<file path="src/rtl/uart_rx_pkg.sv">
package uart_rx_pkg;

    typedef enum logic [2:0] {
        RX_IDLE,
        RX_START,
        RX_DATA,
        RX_PARITY,
        RX_STOP,
        RX_HOLD
    } rx_state_e;

endpackage

</file>
<file path="src/rtl/rx_line_sync.sv">
module rx_line_sync #(
    parameter int STAGES = 2
) (
    input  logic clk,
    input  logic rst_n,
    input  logic din,
    output logic dout
);
    logic [STAGES-1:0] chain;

    generate
        for (genvar i = 0; i < STAGES; i++) begin : g_stage
            if (i == 0) begin : g_first
                always_ff @(posedge clk or negedge rst_n) begin
                    if (!rst_n) chain[0] <= 1'b1;
                    else        chain[0] <= din;
                end
            end else begin : g_next
                always_ff @(posedge clk or negedge rst_n) begin
                    if (!rst_n) chain[i] <= 1'b1;
                    else        chain[i] <= chain[i-1];
                end
            end
        end
    endgenerate

    assign dout = chain[STAGES-1];
endmodule

</file>
<file path="src/rtl/rx_parity_calc.sv">
module rx_parity_calc #(
    parameter int DW = 8
) (
    input  logic [DW-1:0] data,
    input  logic          par_even,
    input  logic          par_stick,
    output logic          exp_bit
);
    always_comb begin
        if (par_stick)     exp_bit = ~par_even;
        else if (par_even) exp_bit = ^data;
        else               exp_bit = ~(^data);
    end
endmodule

</file>
<file path="src/rtl/rx_frame_fsm.sv">
module rx_frame_fsm
    import uart_rx_pkg::*;
#(
    parameter int OVS = 16,
    parameter int DW  = 8
) (
    input  logic          clk,
    input  logic          rst_n,
    input  logic          tick,
    input  logic          en,
    input  logic          line,
    input  logic          par_en,
    input  logic          exp_par,
    output logic [DW-1:0] shift_data,
    output logic          out_valid,
    output logic [DW-1:0] out_data,
    output logic          out_frame,
    output logic          out_par,
    output logic          out_brk
);
    localparam int CW = $clog2(OVS);
    localparam int BW = (DW > 1) ? $clog2(DW) : 1;
    localparam logic [CW-1:0] MID_C  = CW'(OVS/2 - 1);
    localparam logic [CW-1:0] LAST_C = CW'(OVS - 1);
    localparam logic [BW-1:0] LAST_BIT = BW'(DW - 1);

    rx_state_e       state, state_nx;
    logic [CW-1:0]   tcnt;
    logic [BW-1:0]   bit_idx;
    logic [DW-1:0]   shreg;
    logic            zero_run;
    logic            par_rx;
    logic            at_mid, at_end, brk_hit;

    assign at_mid     = tick && (tcnt == MID_C);
    assign at_end     = tick && (tcnt == LAST_C);
    assign brk_hit    = zero_run && !line;
    assign shift_data = shreg;

    // next-state logic
    always_comb begin
        state_nx = state;
        unique case (state)
            RX_IDLE:   if (en && tick && !line) state_nx = RX_START;
            RX_START:  if (at_mid) state_nx = line ? RX_IDLE : RX_DATA;
            RX_DATA:   if (at_end && bit_idx == LAST_BIT)
                           state_nx = par_en ? RX_PARITY : RX_STOP;
            RX_PARITY: if (at_end) state_nx = RX_STOP;
            RX_STOP:   if (at_end) state_nx = brk_hit ? RX_HOLD : RX_IDLE;
            RX_HOLD:   if (line) state_nx = RX_IDLE;
            default:   state_nx = RX_IDLE;
        endcase
    end

    // state register and frame datapath
    always_ff @(posedge clk or negedge rst_n) begin
        if (!rst_n) begin
            state    <= RX_IDLE;
            tcnt     <= '0;
            bit_idx  <= '0;
            shreg    <= '0;
            zero_run <= 1'b0;
            par_rx   <= 1'b0;
        end else begin
            state <= state_nx;
            unique case (state)
                RX_IDLE: begin
                    tcnt    <= '0;
                    bit_idx <= '0;
                end
                RX_START: begin
                    if (at_mid) begin
                        tcnt     <= '0;
                        zero_run <= 1'b1;
                    end else if (tick) begin
                        tcnt <= tcnt + 1'b1;
                    end
                end
                RX_DATA: begin
                    if (tick) tcnt <= at_end ? '0 : tcnt + 1'b1;
                    if (at_end) begin
                        shreg    <= {line, shreg[DW-1:1]};
                        bit_idx  <= bit_idx + 1'b1;
                        zero_run <= zero_run & ~line;
                    end
                end
                RX_PARITY: begin
                    if (tick) tcnt <= at_end ? '0 : tcnt + 1'b1;
                    if (at_end) begin
                        par_rx   <= line;
                        zero_run <= zero_run & ~line;
                    end
                end
                RX_STOP: begin
                    if (tick) tcnt <= at_end ? '0 : tcnt + 1'b1;
                end
                RX_HOLD: begin
                    tcnt <= '0;
                end
                default: tcnt <= '0;
            endcase
        end
    end

    // output register
    always_ff @(posedge clk or negedge rst_n) begin
        if (!rst_n) begin
            out_valid <= 1'b0;
            out_data  <= '0;
            out_frame <= 1'b0;
            out_par   <= 1'b0;
            out_brk   <= 1'b0;
        end else begin
            out_valid <= 1'b0;
            if (state == RX_STOP && at_end) begin
                out_valid <= 1'b1;
                if (brk_hit) begin
                    out_data  <= '0;
                    out_frame <= 1'b0;
                    out_par   <= 1'b0;
                    out_brk   <= 1'b1;
                end else begin
                    out_data  <= shreg;
                    out_frame <= !line;
                    out_par   <= par_en && (par_rx != exp_par);
                    out_brk   <= 1'b0;
                end
            end
        end
    end

    assert_valid_single_R2: assert property (@(posedge clk) disable iff (!rst_n)
        out_valid |=> !out_valid);

    assert_start_confirm_R3: assert property (@(posedge clk) disable iff (!rst_n)
        ($past(state) == RX_START && state == RX_DATA) |-> !$past(line));

    assert_par_slot_R7: assert property (@(posedge clk) disable iff (!rst_n)
        ($past(state) == RX_DATA && state == RX_PARITY) |-> $past(par_en));

    assert_break_clean_R8: assert property (@(posedge clk) disable iff (!rst_n)
        (out_valid && out_brk) |-> (out_data == '0 && !out_frame && !out_par));

    assert_hold_silent_R9: assert property (@(posedge clk) disable iff (!rst_n)
        (state == RX_HOLD && $past(state) == RX_HOLD) |-> !out_valid);

    assert_idle_gate_R10: assert property (@(posedge clk) disable iff (!rst_n)
        (state == RX_IDLE && !en) |=> state == RX_IDLE);

    assert_tick_pace_R11: assert property (@(posedge clk) disable iff (!rst_n)
        (!tick && state != RX_IDLE && state != RX_HOLD) |=> $stable(tcnt));
endmodule

</file>
<file path="src/rtl/uart_rx_core.sv">
module uart_rx_core #(
    parameter int OVS         = 16,
    parameter int DW          = 8,
    parameter int SYNC_STAGES = 2
) (
    input  logic          clk,
    input  logic          rst_n,
    input  logic          baud_tick,
    input  logic          rx_en,
    input  logic          rx_line,
    input  logic          par_en,
    input  logic          par_even,
    input  logic          par_stick,
    output logic          rx_valid,
    output logic [DW-1:0] rx_data,
    output logic          rx_frame_err,
    output logic          rx_par_err,
    output logic          rx_brk
);
    logic          line_s;
    logic          exp_par;
    logic [DW-1:0] shift_data;

    rx_line_sync #(.STAGES(SYNC_STAGES)) u_sync (
        .clk  (clk),
        .rst_n(rst_n),
        .din  (rx_line),
        .dout (line_s)
    );

    rx_parity_calc #(.DW(DW)) u_par (
        .data     (shift_data),
        .par_even (par_even),
        .par_stick(par_stick),
        .exp_bit  (exp_par)
    );

    rx_frame_fsm #(.OVS(OVS), .DW(DW)) u_fsm (
        .clk       (clk),
        .rst_n     (rst_n),
        .tick      (baud_tick),
        .en        (rx_en),
        .line      (line_s),
        .par_en    (par_en),
        .exp_par   (exp_par),
        .shift_data(shift_data),
        .out_valid (rx_valid),
        .out_data  (rx_data),
        .out_frame (rx_frame_err),
        .out_par   (rx_par_err),
        .out_brk   (rx_brk)
    );
endmodule

</file>
<file path="config.mk">
export PLATFORM = sky130hd
export DESIGN_NAME = uart_rx_core
export DESIGN_NICKNAME = d
export VERILOG_FILES = /design/src/rtl/uart_rx_pkg.sv /design/src/rtl/rx_line_sync.sv /design/src/rtl/rx_parity_calc.sv /design/src/rtl/rx_frame_fsm.sv /design/src/rtl/uart_rx_core.sv
export SDC_FILE = /design/constraint.sdc
export NUM_CORES = 1
export LEC_CHECK = 0
export ABC_AREA = 1
export BUFFER_PORTS_ARGS = -buffer_cell sky130_fd_sc_hd__clkbuf_2
export CAP_MARGIN = 25
export CORE_AREA = 3 3 84 70
export CTS_CLUSTER_SIZE = 30
export DETAILED_ROUTE_END_ITERATION = 6
export DIE_AREA = 0 0 87 73
export GPL_TIMING_DRIVEN = 0
export PLACE_DENSITY = 0.47
export SLEW_MARGIN = 30
export SYNTH_ARGS = -nofsm -noshare
export SYNTH_HDL_FRONTEND = slang
export SYNTH_SLANG_ARGS = --single-unit
</file>
<file path="constraint.sdc">
create_clock -name clk -period 2 [get_ports clk]
set_clock_uncertainty 0.1 [all_clocks]
set_input_delay 0.5 -clock clk [delete_from_list [all_inputs] [get_ports clk]]
set_output_delay 0.5 -clock clk [all_outputs]
set_load 0.05 [all_outputs]
</file>
==> impl_results.md, run 1 <==
* RSZ-0062 raised after global routing: false
* Die Ht at 73 um
* Post-Syn Nets at 226
* Fmax at 585 MHz
* Routed WL at 3620 um
* Metal3 WL at 133 um
* Core area at 5040 sq um
* # resized after CTS at 0
* DP Worst Slack at 0.239 ns
* DRT antenna net count at 0
* Clock tree sinks at 34
* CP required at 2.10 ns
* Largest cells by area after synthesis: dfrtp_1 45%, nand2_1 15%, inv_1 5.3%
* Core Rows at 23
* Die X at 87 um
* Largest net degree at the start of global routing at 35
* Port Buffers at 19
* IO Count at 20
* Commonest non-fill, non-tap cell in the layout: nand2_1
* WP depth at 8
* Leak at 1.13 nW
* Synth Warn # at 0
* TritonCTS clock tree: built
* Filler Cell Count at 510
* GR Overflow Total at 0
* Top cell type's share of synthesized area at 45.3%
* Most frequent cells in the layout: 72 x nand2_1, 32 x dfrtp_1, 25 x inv_1, 18 x clkbuf_2
* Final setup margin at 0.291 ns
* Inserted Clock Buffers at 5
* Crit Path Max Fanout at 10
* Comb pwr share at 30.8%
* Worst r2r src: u_fsm.tcnt[0]$_DFFE_PN0P_
* Routability Congestion at 0.782
* Clk slew on worst S/H paths at 0.07 ns
* Antenna Cells at 0
* Crit-path max cell delay at 0.42 ns
* Slowest stage cell, crit path: dfrtp_1
* Highest routed metal layer: met4
* Final Slew Violations at 0
* Worst setup SP type: flip-flop
* H-tree levels at 2
* Switching Power at 0.818 mW
* Met2 Wirelength at 1460 um
* Clock power frac at 26.0%
* Router iterations before antenna repair at 5
* CP Capture Type: flip-flop
* Fin crit period at 1.71 ns
* Vias in the first global route at 1324
* Cells after synthesis at 215
* Setup CP Type: reg2reg
* Total number of vias at 1393
* Wire per inst at 11.9 um
* Hpwl dp at 2690 um
* Yosys top cell by area: dfrtp_1
* Worst R2R Path Depth at 8
* Via/cell ratio at 4.58
* Max VDD drop at 0.470 mV
* Fin Setup TNS at 0 ns
* Fin crit share at 85.4%
* Area delta synth->final at 16.0%
* Worst-Margin Slew at 0.780 ns
* Final hold violations at 0
* Worst slew margin at 48.0%
* Setup Buffers After CTS at 0
* Critical path's top delay family: simple AND/OR/NAND/NOR gates
* Pint at 1.45 mW
* Sw frac at 36.0%
* Syn Area/Cell at 8.23 sq um
* Register bit total from synthesis at 34
* Synth Cell Area at 1770 sq um
* CP bufs+invs at 2
* DRC Markers at 0
* Initial antenna violation count at 0
* Critical-path cell list: ha_1, nand3_2, nor2_4, inv_4, nor2_8, buf_4, nand2_1, o21ai_1
* Seq/Total Area, Yosys at 48.2%
* Layout cells sized above 1 at 20.2%
* CTS Buffer Depth at 2
* Max_cap viols at 0
* Pwr/cell area at 1110 nW/um^2
* Yosys cell types at 34
* Sequential Power Share at 43.2%
* Nets at 252
* Hold Buf Count CTS at 0
* DR iter-0 viols at 66
* CP arrival at 1.81 ns
* Worst-Skew Late Latency at 0.28 ns
* Outcome: complete, no violations
* Reg2Reg Capture Point: u_fsm.shift_data[4]$_DFFE_PN0P_
* Global-route wire length before repair at 6470 um
* M1 WL at 2000 um
* Hold Path Class: in2async
* Starting Density at 35.1%
* Root buf cell: clkbuf_8
* R2r setup slk at 0.29 ns
* Gr usage total at 13.1%
* Count of final setup violators at 0
* Die area at 6350 sq um
-- routing by layer --
layer,global-route usage [%],vias to the layer above
li1,-,737
met1,19.8,629
met2,18.1,22
met3,3.72,5
met4,3.63,0
met5,0,-
-- through the flow --
stage	hold WS (ns)	instance area (sq um)	cells	utilization [%]	power [mW]
4_1_cts	0.188	2050	304	40.7	2.32
3_3_place_gp	0.246	1940	296	38.6	1.70
5_1_grt	0.182	2050	304	40.7	2.50
2_1_floorplan	0.104	1770	215	-	1.53
6_report	0.193	2050	304	40.7	2.27
3_5_place_dp	0.247	1940	296	38.6	1.70
-- worst reg2reg max path, stage by stage, from the launching register on --
cell and delay [ns]:
dfrtp_1 0.42, ha_1 0.21, nand3_2 0.13, nor2_4 0.17, inv_4 0.10, nor2_8 0.16
buf_4 0.20, nand2_1 0.06, o21ai_1 0.09
-- worst max path at each step --
stage	startpoint	to	slack [ns]
after floorplan	u_fsm.tcnt[0]$_DFFE_PN0P_	u_fsm.state[2]$_DFFE_PN0P_	0.45
after global placement	baud_tick	u_fsm.shift_data[4]$_DFFE_PN0P_	0.23
after detailed placement	baud_tick	u_fsm.state[2]$_DFFE_PN0P_	0.24
after CTS	u_fsm.tcnt[0]$_DFFE_PN0P_	u_fsm.state[2]$_DFFE_PN0P_	0.27
after global routing	u_fsm.tcnt[0]$_DFFE_PN0P_	u_fsm.shift_data[4]$_DFFE_PN0P_	0.15
final	u_fsm.tcnt[0]$_DFFE_PN0P_	u_fsm.shift_data[4]$_DFFE_PN0P_	0.29
-- cells by family after synthesis --
group / after synthesis / synth area share (%)
mux: 1 / 0.566
flops: 34 / 48.2
simple gates: 107 / 28.4
buf+inv: 33 / 8.06
compound gates: 35 / 11.7
xor+xnor: 2 / 0.990
fa+ha+maj: 3 / 2.12
-- state kept, by name (all words and copies together) (netlist names) --
signal and count:
u_fsm.bit_idx 3, u_fsm.out_brk 1, u_fsm.out_par 1, u_fsm.out_data 8
u_sync.dout 1, u_sync.chain 1, u_fsm.zero_run 1, u_fsm.tcnt 4
u_fsm.shift_data 8, u_fsm.par_rx 1, u_fsm.state 3, u_fsm.out_frame 1
u_fsm.out_valid 1
-- synth_stat cells (all sizes together) --
cell type and number:
a22oi 1, a31oi 1, o211a 1, dfrtp 32
o31ai 2, nand2 77, o21a 1, inv 29
xor2 1, a22o 2, nor2 15, o21ai 22
nand4 1, buf 2, clkinv 2, dfstp 2
ha 3, and3b 1, mux2i 1, nand3 13
xnor2 1, a21oi 5
-- power by group through the flow --
stage	logic, mW	registers (mW)	clock network [mW]
after floorplan	0.576	0.957	0
after global placement	0.711	0.994	0
after detailed placement	0.712	0.991	0
after CTS	0.714	0.981	0.620
after global routing	0.842	1.01	0.654
final	0.700	0.980	0.591
-- final cells by class --
cell class | instances | area [sq um] | share of cell area (%)
flip-flops and latches | 34 | 853 | 41.6
plain buffers | 2 | 18.8 | 0.915
multi-input cells | 148 | 773 | 37.7
inverters | 31 | 124 | 6.04
repair buffers | 19 | 95.1 | 4.63
well taps | 62 | 77.6 | 3.78
clock buffers | 8 | 110 | 5.37
(Power assumes the default switching activity.)
==> run 2: changes to the inputs <==
--- a/config.mk
+++ b/config.mk
@@ -5,15 +5,14 @@
 export SDC_FILE = /design/constraint.sdc
 export NUM_CORES = 1
 export LEC_CHECK = 0
-export ABC_AREA = 1
 export BUFFER_PORTS_ARGS = -buffer_cell sky130_fd_sc_hd__clkbuf_2
 export CAP_MARGIN = 25
-export CORE_AREA = 3 3 84 70
+export CORE_AREA = 10 10 89 75
 export CTS_CLUSTER_SIZE = 30
 export DETAILED_ROUTE_END_ITERATION = 6
-export DIE_AREA = 0 0 87 73
+export DIE_AREA = 0 0 99 85
 export GPL_TIMING_DRIVEN = 0
-export PLACE_DENSITY = 0.47
+export PLACE_DENSITY = 0.48
 export SLEW_MARGIN = 30
 export SYNTH_ARGS = -nofsm -noshare
 export SYNTH_HDL_FRONTEND = slang
==> impl_results.md, run 2 <==
* Fin crit period at 1.97 ns
* DRC Markers at 0
* Synth Warn # at 0
* Clk slew on worst S/H paths at 0.08 ns
* CP Capture Type: flip-flop
* CP required at 2.07 ns
* Final Slew Violations at 0
* Vias in the first global route at 1286
* Worst-Skew Late Latency at 0.28 ns
* Die area at 8420 sq um
* IO Count at 20
* Global-route wire length before repair at 6200 um
* Router iterations before antenna repair at 4
* Area delta synth->final at 20.1%
* Via/cell ratio at 4.89
* Core Rows at 23
* Count leader, synth: dfrtp_1
* CP bufs+invs at 1
* Die X at 99 um
* Fin cells at 252
* Hold Path Class: in2async
* Synth async-reset ratio at 100%
* R2r setup slk at 0.03 ns
* Nets at 200
* RSZ-0062 raised after global routing: true
* Worst hold slack at 0.188 ns
* Reg2Reg Capture Point: u_fsm.state[2]$_DFFE_PN0P_
* H-tree levels at 2
* PnR Total Power at 1.91 mW
* DP Area at 1850 sq um
* Register bit total from synthesis at 34
* Antenna Cells at 0
* Worst R2R Path Depth at 6
* Largest net degree at the start of global routing at 35
* Dpl cells at 237
* Die Ht at 85 um
* Layout cells sized above 1 at 32.6%
* CP arrival at 2.03 ns
* Max VDD drop at 0.364 mV
* Routability Congestion at 0.774
* Gr usage total at 8.95%
* Synth Cell Area at 1680 sq um
* Largest cells by area after synthesis: dfrtp_1 48%, mux2_2 6.7%, nand2_1 5.4%
* Post-synth EDFFs at 0
* Worst setup SP type: flip-flop
* Clock tree sinks at 34
* DRT antenna net count at 0
* Starting Density at 34.1%
* Leak at 0.945 nW
* Inserted Clock Buffers at 5
* Fin crit share at 98.3%
* Hpwl dp at 2660 um
* Commonest non-fill, non-tap cell in the layout: dfrtp_1
* Worst r2r src: u_fsm.state[2]$_DFFE_PN0P_
* Core area at 4920 sq um
* Crit Path Max Fanout at 4
* Crit-path max cell delay at 0.42 ns
* Critical path's top delay family: compound AO/OA/AOI/OAI gates
* Max_cap viols at 0
* TritonCTS clock tree: built
* Critical-path cell list: or3_1, a21o_1, a222oi_1, buf_4, o31ai_1, a32o_1
* Final hold violations at 0
* Total number of vias at 1233
* Dominant synthesized flop cell: dfrtp_1
* Outcome: complete, no violations
* Root buf cell: clkbuf_8
* Yosys top cell by area: dfrtp_1
* Seq/Total Area, Yosys at 50.9%
* Yosys cell types at 36
* Most frequent cells after synthesis: 32 x dfrtp_1, 24 x nand2_1, 13 x o21ai_0
* Post-Syn Nets at 168
* Syn Area/Cell at 10.7 sq um
* Final Cell Area at 2010 sq um
* Fmax at 509 MHz
* Slowest stage cell, crit path: dfrtp_1
* Worst-Margin Slew at 0.774 ns
* CTS Buffer Depth at 2
* Count of final setup violators at 0
* DR iter-0 viols at 84
* Port Buffers at 18
* Wire per inst at 14.4 um
* Initial antenna violation count at 0
* Pwr/cell area at 948 nW/um^2
* Top cell type's share of synthesized area at 47.7%
* Most frequent cells in the layout: 31 x dfrtp_1, 24 x nand2_1, 19 x clkbuf_2, 13 x o21ai_0, 11 x nor2_1
* Routed WL at 3640 um
* Worst slew margin at 48.4%
* Cells after synthesis at 157
* GR Overflow Total at 0
* Setup CP Type: reg2reg
==> run 2: changes by cell type after synthesis, sizes merged, moves of 6 or more <==
cell | before | now
xnor2 | 1 | 7
nand2 | 77 | 24
mux2 | 0 | 10
inv | 29 | 3
o21ai | 22 | 13
nand3 | 13 | 6
clkbuf | 0 | 7
==> run 2: cell type report <==
type,count,area (sq um)
Fill cell,508,2910
Sequential cell,34,855
Clock inverter,2,12.5
Clock buffer,6,82.6
Tap cell,62,77.6
Timing Repair Buffer,25,143
Buffer,7,62.6
Inverter,3,11.3
Multi-Input combinational cell,113,771
==> run 2: where the power goes <==
part           internal [mW]  total [mW]  switching [mW]  leakage [nW]
combinational          0.266       0.584           0.317         0.442
sequential             0.745       0.794          0.0494         0.456
clock                  0.277       0.533           0.256        0.0472
==> run 2: through the flow <==
step | utilization [%] | setup TNS, ns | setup slack [ns]
final | 40.9 | 0 | 0.0344
after CTS | 40.2 | 0 | 0.0353
after global routing | 40.9 | -0.0824 | -0.0483
after floorplan | - | 0 | 0.0145
after detailed placement | 37.5 | -2.65 | -0.287
after global placement | 37.5 | -2.41 | -0.268
==> run 2: how the worst max path moves through the flow <==
stage,to,cells past startpoint,start
after floorplan,u_fsm.shift_data[0]$_DFFE_PN0P_,4,baud_tick
after global placement,u_fsm.shift_data[3]$_DFFE_PN0P_,4,baud_tick
after detailed placement,u_fsm.shift_data[2]$_DFFE_PN0P_,4,baud_tick
after CTS,u_fsm.state[2]$_DFFE_PN0P_,6,u_fsm.tcnt[3]$_DFFE_PN0P_
after global routing,u_fsm.state[2]$_DFFE_PN0P_,6,u_fsm.state[1]$_DFFE_PN0P_
final,u_fsm.state[2]$_DFFE_PN0P_,6,u_fsm.state[2]$_DFFE_PN0P_
==> run 2: cell families (layout without fill, tap and decap cells) <==
logic type | after synthesis | in the layout | share of synthesized area, %
AOI/OAI and AO/OA | 31 | 31 | 12.2
xor gates and xnor gates | 12 | 12 | 6.26
adders and majority gates | 3 | 3 | 2.24
buffers and inverters | 10 | 43 | 4.25
DFF | 34 | 34 | 50.9
muxes | 14 | 14 | 9.10
and+or+nand+nor | 53 | 53 | 15.1
==> run 2: what timing repair did <==
| action | CTS | global route |
|---|---|---|
| gates resized for setup | 1 | 7 |
| buffers inserted | 4 | 3 |
| hold buffers | 0 | 0 |
| pin swaps | 3 | 2 |
| setup endpoints to repair | 11 | 14 |
==> run 2: worst reg2reg max path, stage by stage, from the launching register on <==
cell and delay [ns]:
dfrtp_1 0.42, or3_1 0.35, a21o_1 0.19, a222oi_1 0.31, buf_4 0.19, o31ai_1 0.07
a32o_1 0.22
==> run 2: layer usage <==
layer	part of all wire, %	track usage (%)
met1	50	11.1
met2	46	14.2
met3	3.3	2.84
met4	0.99	3.12
met5	0	0
==> run 3: changes to the inputs <==
--- a/config.mk
+++ b/config.mk
@@ -11,7 +11,7 @@
 export CTS_CLUSTER_SIZE = 30
 export DETAILED_ROUTE_END_ITERATION = 6
 export DIE_AREA = 0 0 99 85
-export GPL_TIMING_DRIVEN = 0
+export MAX_ROUTING_LAYER = met4
 export PLACE_DENSITY = 0.48
 export SLEW_MARGIN = 30
 export SYNTH_ARGS = -nofsm -noshare
==> impl_results.md, run 3 (same netlist as run 2, synthesis figures left out) <==
* R2r setup slk at 0.07 ns
* Filler Cell Count at 499
* Routed WL at 3780 um
* Most frequent cells in the layout: 32 x dfrtp_1, 24 x nand2_1, 19 x clkbuf_2, 12 x o21ai_0
* GR Overflow Total at 0
* Initial antenna violation count at 0
* Clock tree sinks at 34
* Gr usage total at 9.78%
* Commonest non-fill, non-tap cell in the layout: dfrtp_1
* Layout cells sized above 1 at 32.4%
* Starting Density at 34.1%
* Die Ht at 85 um
* Final Cell Area at 2010 sq um
* Reg2Reg Capture Point: u_fsm.state[1]$_DFFE_PN0P_
* Fmax at 519 MHz
* RSZ-0062 raised after global routing: true
* Worst R2R Path Depth at 6
* PnR Total Power at 1.97 mW
* Fin crit period at 1.93 ns
* CP Capture Type: flip-flop
* Core area at 4920 sq um
* IO Count at 20
* Worst-Margin Slew at 0.419 ns
* Clk slew on worst S/H paths at 0.08 ns
* Outcome: complete, no violations
* Via/cell ratio at 5.03
* Fin Setup TNS at 0 ns
* Hpwl dp at 2820 um
* Hold Buf Count CTS at 0
* Crit Path Max Fanout at 4
* Worst setup startpoint: u_fsm.state[2]$_DFFE_PN0P_
* Leak at 0.942 nW
* Final Slew Violations at 0
* Router iterations before antenna repair at 4
* Worst-Skew Late Latency at 0.29 ns
* Worst setup SP type: flip-flop
* CP arrival at 2.04 ns
* CTS Buffer Depth at 2
* Global-route wire length before repair at 6530 um
* Die X at 99 um
* Vias in the first global route at 1313
* Max VDD drop at 0.346 mV
* DRC Markers at 0
* Die area at 8420 sq um
* Wire per inst at 15.1 um
* Core Rows at 23
* Dpl cells at 241
* DP Area at 1880 sq um
* Final hold violations at 0
* Worst r2r src: u_fsm.state[2]$_DFFE_PN0P_
* Largest net degree at the start of global routing at 22
* Routability Congestion at 0.846
* Count of final setup violators at 0
* H-tree levels at 2
* Antenna Cells at 0
* Max_cap viols at 0
* DR iter-0 viols at 53
* Pwr/cell area at 982 nW/um^2
* FF/Latch Area at 853 sq um
* Fin cells at 250
* DRT antenna net count at 0
* Area delta synth->final at 19.7%
* CP required at 2.11 ns
* Worst slew margin at 72.1%
* Fin crit share at 96.3%
* Nets at 198
* Hold Path Class: in2async
* Inserted Clock Buffers at 5
* TritonCTS clock tree: built
* Setup CP Type: reg2reg
* Area of the multi-input gates at 762 sq um
* Root buf cell: clkbuf_8
* Total number of vias at 1257
* Port Buffers at 19
## run 3: cell types whose count changed in the layout (fill, tap and decap cells not counted), sizes merged
cell      before  now
buf            8   11
clkinvlp       1    2
clkinv         1    0
bufinv         0    1
clkbuf        30   24
## run 3: worst max-delay path by stage
stage	endpoint	slack, ns	cells past startpoint
global placement	u_fsm.state[2]$_DFFE_PN0P_	0.14	6
global route	u_fsm.state[0]$_DFFE_PN0P_	-0.03	6
CTS	u_fsm.state[1]$_DFFE_PN0P_	0.04	6
finish	u_fsm.state[1]$_DFFE_PN0P_	0.07	6
detailed placement	u_fsm.state[1]$_DFFE_PN0P_	0.05	7
floorplan	u_fsm.shift_data[0]$_DFFE_PN0P_	0.01	4
## run 3: layout make-up
| class | count | share of cell area, % |
|---|---|---|
| clock buffers | 5 | 3.43 |
| clock inverters | 3 | 2.24 |
| inverters | 3 | 0.561 |
| multi-input cells | 113 | 37.9 |
| flip-flops and latches | 34 | 42.5 |
| well taps | 62 | 3.86 |
| repair buffers | 30 | 9.47 |
## run 3: critical path, cell delays in order, from the launching register on
cell and delay [ns]:
dfrtp_1 0.38, or3_1 0.37, a21o_1 0.19, a222oi_1 0.40, buf_4 0.21, o21ai_2 0.05
a21oi_1 0.15
## run 3: metrics by stage
stage | worst slack, ns | hold WS, ns | utilization (%)
floorplan | 0.0145 | 0.104 | -
global placement | 0.144 | 0.246 | 38.2
detailed placement | 0.0530 | 0.249 | 38.2
CTS | 0.0371 | 0.0381 | 40.5
global route | -0.0322 | 0.0488 | 40.8
finish | 0.0749 | 0.0259 | 40.8
## run 3: repair_timing
action	in CTS	in global routing
setup buffers	0	1
endpoints found under the setup margin	0	4
resized for setup	0	4
## run 3: power by group
part,switching [mW],total [mW],internal (mW)
registers,0.0506,0.795,0.745
logic,0.306,0.533,0.227
clock network,0.273,0.644,0.371
## run 3: per-layer routing
layer / up-vias / routed length (um) / track usage (%)
li1: 608 / - / -
met1: 627 / 1740 / 11.3
met2: 17 / 1860 / 15.2
met3: 5 / 140 / 3.24
met4: 0 / 46 / 4.16
met5: - / 0 / -
